[src/rtl/dma_pkg.sv]
package dma_pkg;
  localparam logic [1:0] SEL_ADDR = 2'd0;
  localparam logic [1:0] SEL_CNT  = 2'd1;
  localparam logic [1:0] SEL_AUX  = 2'd2;
  localparam logic [1:0] SEL_CTRL = 2'd3;

  localparam int CB_START = 0;
  localparam int CB_BURST = 1;
  localparam int CB_DIR   = 2;
  localparam int CB_COPY  = 3;
  localparam int CB_CLR   = 4;
  localparam int SB_IRQ   = 5;
  localparam int SB_BUSY  = 6;

  typedef struct packed {
    logic memRd;
    logic memWr;
    logic selAux;
    logic useLatched;
    logic latch;
    logic step;
    logic setIrq;
  } dpCtl_t;

  typedef enum logic [2:0] {
    S_IDLE, S_ARM, S_GATE, S_REQ, S_MOVE, S_LATCH, S_WRITE, S_PUSH
  } dmaState_t;
endpackage

[src/rtl/dma_datapath.sv]
module dma_datapath
  import dma_pkg::*;
#(
  parameter int ADDR_W = 16,
  parameter int DATA_W = 32,
  parameter int CNT_W  = 16
) (
  input  logic              clk,
  input  logic              rstN,
  input  logic              regWe,
  input  logic [1:0]        regSel,
  input  logic [DATA_W-1:0] regWdata,
  output logic [DATA_W-1:0] regRdata,
  input  dpCtl_t            ctl,
  input  logic              busy,
  input  logic [DATA_W-1:0] pInData,
  input  logic [DATA_W-1:0] memRdata,
  output logic [ADDR_W-1:0] memAddr,
  output logic [DATA_W-1:0] memWdata,
  output logic [DATA_W-1:0] pOutData,
  output logic              startPulse,
  output logic              modeBurst,
  output logic              modeDir,
  output logic              modeCopy,
  output logic              cntZero,
  output logic              cntOne,
  output logic              irq
);
  localparam logic [CNT_W-1:0] CNT_ONE = CNT_W'(1);

  logic [ADDR_W-1:0] addrReg, auxReg;
  logic [CNT_W-1:0]  cntReg;
  logic [DATA_W-1:0] dataReg;
  logic wrAddr, wrCnt, wrAux, wrCtrl, clrReq;

  assign wrAddr     = regWe && regSel == SEL_ADDR && !busy;
  assign wrCnt      = regWe && regSel == SEL_CNT  && !busy;
  assign wrAux      = regWe && regSel == SEL_AUX  && !busy;
  assign wrCtrl     = regWe && regSel == SEL_CTRL;
  assign clrReq     = wrCtrl && regWdata[CB_CLR];
  assign startPulse = wrCtrl && regWdata[CB_START] && !busy;

  always_ff @(posedge clk) begin
    if (!rstN) begin
      addrReg   <= '0;
      auxReg    <= '0;
      cntReg    <= '0;
      dataReg   <= '0;
      modeBurst <= 1'b0;
      modeDir   <= 1'b0;
      modeCopy  <= 1'b0;
      irq       <= 1'b0;
    end else begin
      if (wrAddr)        addrReg <= regWdata[ADDR_W-1:0];
      else if (ctl.step) addrReg <= addrReg + 1'b1;

      if (wrAux)                      auxReg <= regWdata[ADDR_W-1:0];
      else if (ctl.step && modeCopy)  auxReg <= auxReg + 1'b1;

      if (wrCnt)         cntReg <= regWdata[CNT_W-1:0];
      else if (ctl.step) cntReg <= cntReg - 1'b1;

      if (startPulse) begin
        modeBurst <= regWdata[CB_BURST];
        modeDir   <= regWdata[CB_DIR];
        modeCopy  <= regWdata[CB_COPY];
      end

      if (ctl.latch) dataReg <= memRdata;

      if (ctl.setIrq)  irq <= 1'b1;
      else if (clrReq) irq <= 1'b0;
    end
  end

  assign cntZero  = cntReg == '0;
  assign cntOne   = cntReg == CNT_ONE;
  assign memAddr  = ctl.selAux ? auxReg : addrReg;
  assign memWdata = ctl.useLatched ? dataReg : pInData;
  assign pOutData = dataReg;

  always_comb begin
    regRdata = '0;
    unique case (regSel)
      SEL_ADDR: regRdata[ADDR_W-1:0] = addrReg;
      SEL_CNT:  regRdata[CNT_W-1:0]  = cntReg;
      SEL_AUX:  regRdata[ADDR_W-1:0] = auxReg;
      default: begin
        regRdata[CB_BURST] = modeBurst;
        regRdata[CB_DIR]   = modeDir;
        regRdata[CB_COPY]  = modeCopy;
        regRdata[SB_IRQ]   = irq;
        regRdata[SB_BUSY]  = busy;
      end
    endcase
  end


  hold_addr_chk: assert property (@(posedge clk) disable iff (!rstN)
    busy && !ctl.step |=> $stable(addrReg));

  irq_sticky_chk: assert property (@(posedge clk) disable iff (!rstN)
    irq && !clrReq |=> irq);

  cnt_step_chk: assert property (@(posedge clk) disable iff (!rstN)
    ctl.step |=> cntReg == $past(cntReg) - 1'b1);
endmodule

[src/rtl/dma_control.sv]
module dma_control
  import dma_pkg::*;
(
  input  logic   clk,
  input  logic   rstN,
  input  logic   startPulse,
  input  logic   modeBurst,
  input  logic   modeDir,
  input  logic   modeCopy,
  input  logic   cntZero,
  input  logic   cntOne,
  input  logic   bg,
  input  logic   pInValid,
  input  logic   pOutReady,
  output logic   br,
  output logic   busy,
  output logic   pInReady,
  output logic   pOutValid,
  output dpCtl_t ctl
);
  dmaState_t state, nextState;
  logic devReady;

  assign devReady = modeCopy || modeBurst || (modeDir ? pOutReady : pInValid);
  assign busy     = state != S_IDLE;

  always_ff @(posedge clk) begin
    if (!rstN) state <= S_IDLE;
    else       state <= nextState;
  end

  always_comb begin
    nextState = state;
    ctl       = '0;
    br        = 1'b0;
    pInReady  = 1'b0;
    pOutValid = 1'b0;
    unique case (state)
      S_IDLE: if (startPulse) nextState = S_ARM;
      S_ARM: begin
        if (cntZero) begin
          ctl.setIrq = 1'b1;
          nextState  = S_IDLE;
        end else nextState = S_GATE;
      end
      S_GATE: if (!bg && devReady) nextState = S_REQ;
      S_REQ: begin
        br = 1'b1;
        if (bg) nextState = S_MOVE;
      end
      S_MOVE: begin
        br = 1'b1;
        if (modeCopy || modeDir) begin
          ctl.memRd = 1'b1;
          nextState = S_LATCH;
        end else begin
          pInReady = 1'b1;
          if (pInValid) begin
            ctl.memWr = 1'b1;
            ctl.step  = 1'b1;
          end
        end
      end
      S_LATCH: begin
        br        = 1'b1;
        ctl.latch = 1'b1;
        nextState = modeCopy ? S_WRITE : S_PUSH;
      end
      S_WRITE: begin
        br             = 1'b1;
        ctl.memWr      = 1'b1;
        ctl.selAux     = 1'b1;
        ctl.useLatched = 1'b1;
        ctl.step       = 1'b1;
      end
      S_PUSH: begin
        br        = modeBurst;
        pOutValid = 1'b1;
        if (pOutReady) ctl.step = 1'b1;
      end
      default: nextState = S_IDLE;
    endcase
    if (ctl.step) begin
      if (cntOne) begin
        ctl.setIrq = 1'b1;
        nextState  = S_IDLE;
      end else nextState = modeBurst ? S_MOVE : S_GATE;
    end
  end


  bus_owned_chk: assert property (@(posedge clk) disable iff (!rstN)
    (ctl.memRd || ctl.memWr) |-> bg);

  steal_release_chk: assert property (@(posedge clk) disable iff (!rstN)
    ctl.step && !modeBurst |=> !br);

  burst_hold_chk: assert property (@(posedge clk) disable iff (!rstN)
    ctl.step && modeBurst && !cntOne |=> br);

  zero_cnt_chk: assert property (@(posedge clk) disable iff (!rstN)
    state == S_ARM && cntZero |=> !br && !busy);
endmodule

[src/rtl/dma_engine.sv]
module dma_engine
  import dma_pkg::*;
#(
  parameter int ADDR_W = 16,
  parameter int DATA_W = 32,
  parameter int CNT_W  = 16
) (
  input  logic              clk,
  input  logic              rstN,
  input  logic              regWe,
  input  logic [1:0]        regSel,
  input  logic [DATA_W-1:0] regWdata,
  output logic [DATA_W-1:0] regRdata,
  output logic              br,
  input  logic              bg,
  output logic [ADDR_W-1:0] memAddr,
  output logic              memRd,
  output logic              memWr,
  output logic [DATA_W-1:0] memWdata,
  input  logic [DATA_W-1:0] memRdata,
  input  logic              pInValid,
  output logic              pInReady,
  input  logic [DATA_W-1:0] pInData,
  output logic              pOutValid,
  input  logic              pOutReady,
  output logic [DATA_W-1:0] pOutData,
  output logic              irq
);
  dpCtl_t ctl;
  logic busy, startPulse, modeBurst, modeDir, modeCopy, cntZero, cntOne;

  dma_datapath #(.ADDR_W(ADDR_W), .DATA_W(DATA_W), .CNT_W(CNT_W)) u_dp (
    .clk(clk), .rstN(rstN), .regWe(regWe), .regSel(regSel),
    .regWdata(regWdata), .regRdata(regRdata), .ctl(ctl), .busy(busy),
    .pInData(pInData), .memRdata(memRdata), .memAddr(memAddr),
    .memWdata(memWdata), .pOutData(pOutData), .startPulse(startPulse),
    .modeBurst(modeBurst), .modeDir(modeDir), .modeCopy(modeCopy),
    .cntZero(cntZero), .cntOne(cntOne), .irq(irq)
  );

  dma_control u_ctl (
    .clk(clk), .rstN(rstN), .startPulse(startPulse), .modeBurst(modeBurst),
    .modeDir(modeDir), .modeCopy(modeCopy), .cntZero(cntZero),
    .cntOne(cntOne), .bg(bg), .pInValid(pInValid), .pOutReady(pOutReady),
    .br(br), .busy(busy), .pInReady(pInReady), .pOutValid(pOutValid),
    .ctl(ctl)
  );

  assign memRd = ctl.memRd;
  assign memWr = ctl.memWr;
endmodule

[config.mk]
export PLATFORM = sky130hd
export DESIGN_NAME = dma_engine
export DESIGN_NICKNAME = d
export VERILOG_FILES = /design/src/rtl/dma_pkg.sv /design/src/rtl/dma_datapath.sv /design/src/rtl/dma_control.sv /design/src/rtl/dma_engine.sv
export SDC_FILE = /design/constraint.sdc
export NUM_CORES = 1
export LEC_CHECK = 0
export BUFFER_PORTS_ARGS = -buffer_cell sky130_fd_sc_hd__buf_2
export CORE_MARGIN = 2
export CORE_UTILIZATION = 53
export DETAILED_ROUTE_END_ITERATION = 7
export GPL_TIMING_DRIVEN = 1
export PLACE_DENSITY = 0.94
export SLEW_MARGIN = 20
export SYNTH_ARGS = -nofsm -noshare
export SYNTH_HDL_FRONTEND = slang
export SYNTH_HIERARCHICAL = 1
export SYNTH_SLANG_ARGS = --single-unit
[constraint.sdc]
create_clock -name clk -period 5.65 [get_ports clk]
set_clock_uncertainty 0.05 [all_clocks]
set_input_delay 0.2825 -clock clk [delete_from_list [all_inputs] [get_ports clk]]
set_output_delay 0.2825 -clock clk [all_outputs]
set_load 0.01 [all_outputs]
==> summary.md <==
| Metric | Value |
|---|---|
| Leak | `2.675 nW` |
| Register-to-Register Path Depth | `7` |
| Hold slack | `0.1099 ns` |
| CP top delay family | `simple AND/OR/NAND/NOR gates` |
| Worst Path Arrival | `3.01 ns` |
| Pwr dens | `237.4 nW/µm²` |
| Gr usage total | `27.20%` |
| Die X | `104.2 µm` |
| Worst Path Class, Setup | `reg2reg` |
| Share of layout cells above drive strength 1 | `33.55%` |
| Cts repair resizes | `0` |
| Wire per inst | `17.01 µm` |
| Grt ovf | `0` |
| Syn Inst Count | `610` |
| Total power | `1.521 mW` |
| RePlAce Congestion | `0.9193` |
| Input/output buffers | `189` |
| CP max FO | `20` |
| Final Hold Violating Endpoints | `0` |
| H-tree depth | `3` |
| VDD IR max | `0.0001311 V` |
| Critical Path, Cell by Cell | `nor3b_1 -> o211ai_1 -> inv_2 -> nor3b_2 -> nand2_1 -> or4_1 -> a31oi_1` |
| Initial antenna violation count | `0` |
| Vias per inst | `5.838` |
| Largest net degree at the start of global routing | `52` |
| Rows | `36` |
| Max Fclk | `358.4 MHz` |
| Finished Layout Cells | `908` |
| Fill cells | `754` |
| WL final | `15.45 mm` |
| CP Data Required Time | `5.87 ns` |
| CTS tree | `done` |
| Vias post-DR | `5,301` |
| CP Capture Type | `flip-flop` |
| Sequential area share after synthesis | `32.76%` |
| CP max stage cell | `or4_1` |
| # Max-Cap Violations | `0` |
| Vias in the first global route | `4,789` |
| CTS sink cnt | `87` |
| Max Slew Vio Count | `0` |
| Die area | `10,850 µm²` |
| TritonCTS Buffers | `9` |
| Cell at the root of the clock tree | `clkbuf_8` |
| Sequential cell area | `1742 µm²` |
| Worst path bufs/invs | `1` |
| Final setup vio count | `0` |
| Cells on Worst Hold Path | `3` |
| Netlist cell types | `62` |
| Placed cell count | `890` |
| Fin crit period | `2.790 ns` |
| Synth-to-Final Area Change | `20.52%` |
| Final Cycle Share | `49.38%` |
| DRT iter0 DRCs | `624` |
| RSZ-0062 raised after global routing | `false` |
| Status | `complete, no violations` |
| Cell count along the critical path | `7` |
| Num ports | `222` |
| First-pass GRT wire length | `24.01 mm` |
| Class of the worst hold path | `in2reg` |
| Core Area | `9774 µm²` |
| Clk_lat worst skew | `0.36 ns` |
| Post-synth EDFFs | `0` |
| Initial Utilization | `54.39%` |
| CP max stage delay | `0.46 ns` |
| Clock-pin slew on the worst setup and hold paths | `0.09 ns` |
| DRC | `0` |
| Netlist Area Pre-Place | `5316 µm²` |
| Multi-input combinational cell area | `3261 µm²` |
| Die height | `104.2 µm` |
| Ant diodes | `0` |
| Synthesis Warnings | `6` |
| Hold Buf Count CTS | `0` |
| Final std cell area, no fill | `6407 µm²` |
| Syn Area/Cell | `8.715 µm²` |
| Ys flop type | `dfxtp_1` |
| Flops & latches, synth | `87` |
| Worst slew margin | `32.83%` |
| Max clock buf depth | `2` |
| Post-CTS Setup Bufs | `0` |
| Slew @ Worst Pin | `1.007 ns` |
| Final net count | `878` |
| Drt pass-1 iters | `5` |
| Post-route ant nets | `0` |
| HPWL Detailed | `11.51 mm` |
| Placed Area | `6182 µm²` |
| Post-synth ARST share | `0%` |
| Total negative setup slack | `0 ns` |
| CP Launch Type | `flip-flop` |
-- Yosys cell counts (4+ instances only) --
master | n | share of area, %
buf_1 | 7 | 0.49
nand2b_1 | 4 | 0.47
dfxtp_1 | 87 | 33
mux2i_1 | 50 | 9.4
buf_2 | 6 | 0.56
buf_4 | 18 | 2.5
xor2_1 | 17 | 2.8
a31oi_1 | 9 | 1.1
or3_1 | 5 | 0.59
a211oi_1 | 12 | 1.7
nor4_1 | 9 | 1.1
nor2b_1 | 4 | 0.47
and2_1 | 4 | 0.47
o21ai_0 | 53 | 5.0
ha_1 | 4 | 0.94
mux4_2 | 4 | 1.7
nand4_1 | 15 | 1.8
nand2_1 | 35 | 2.5
inv_1 | 13 | 0.92
mux2_2 | 32 | 6.8
nor3_1 | 10 | 0.94
xnor2_1 | 20 | 3.3
a21oi_1 | 31 | 2.9
mux2_1 | 14 | 3.0
nor2_1 | 65 | 4.6
nand3_1 | 11 | 1.0
and3_1 | 4 | 0.47
clkbuf_1 | 24 | 1.7
-- where the power goes --
part,switching [mW],leakage (nW),internal [mW]
clock,0.234,0.0861,0.175
sequential,0.0834,0.706,0.658
combinational,0.202,1.88,0.169
-- registers in the layout (all words and copies together) (netlist names) --
name	flops
u_dp/modeCopy	1
u_dp/irq	1
u_dp/modeBurst	1
u_dp/cntReg	16
u_dp/addrReg	16
u_dp/modeDir	1
u_ctl/state	3
u_dp/auxReg	16
u_dp/pOutData	32
-- cell families (layout without fill, tap and decap cells) --
family	count (synthesis)	after routing	share of synthesized area, %
AO/OA/AOI/OAI	118	118	12.76
XOR/XNOR	37	37	6.096
adder cells (fa/ha/maj)	4	4	0.9414
buffers and inverters	74	224	7.202
flip-flops	87	87	32.76
multiplexers	101	101	21.35
other	1	16	0.07054
AND/OR/NAND/NOR	188	188	18.83
-- through the flow --
| step | utilization (%) | setup slack (ns) |
|---|---|---|
| floorplan | - | 3.368 |
| global placement | 63.25 | 3.043 |
| detailed placement | 63.25 | 2.983 |
| CTS | 65.12 | 2.573 |
| global route | 65.55 | 2.721 |
| finish | 65.55 | 2.860 |
-- final cells by class --
cell class,count,area share (%)
multi-input cells,464,50.89
clock buffers,11,2.207
repair buffers,193,15.60
clock inverters,5,0.6444
inverters,15,0.8787
flip-flops and latches,87,27.18
well taps,133,2.597
-- per-layer routing --
metal,share of wire [%],GRT usage [%],vias to the layer above
met3,9.0,3.195,37
met5,0,0,-
met2,49,46.10,314
met4,2.5,10.91,0
met1,40,35.26,2473
li1,-,-,2477
-- worst paths after layout --
| kind | from | to | slack (ns) |
|---|---|---|---|
| worst min-delay path | memRdata[16] | u_dp/pOutData[16] | 0.11 |
| worst max register to register | u_dp/modeCopy | u_dp/cntReg[15] | 2.86 |
| worst max-delay path | u_dp/modeCopy | u_dp/cntReg[15] | 2.86 |
| worst min register to register | u_dp/pOutData[2] | u_dp/pOutData[2] | 0.48 |
-- cells in the final DEF, fill, tap and decap left out, types with 5 or more instances in the layout --
master and instances:
or3_1 5, conb_1 16, o21ai_0 53, mux2_1 14
dfxtp_1 87, mux2i_1 50, buf_2 189, nand2_1 35
nor4_1 9, nand3_1 11, xor2_1 17, nor2_1 64
a31oi_1 9, xnor2_1 20, nor3_1 10, a211oi_1 12
nand4_1 15, mux2_2 32, a21oi_1 31, inv_1 13
clkbuf_8 10
-- worst register-to-register path: cells and delay by family (launching register included) --
kind                   cells  cell delay (ns)
and+or+nand+nor            4             1.46
DFF                        1             0.44
AOI/OAI and AO/OA          2             0.41
buffers and inverters      1             0.35
Power figures use the tool's default switching activity.
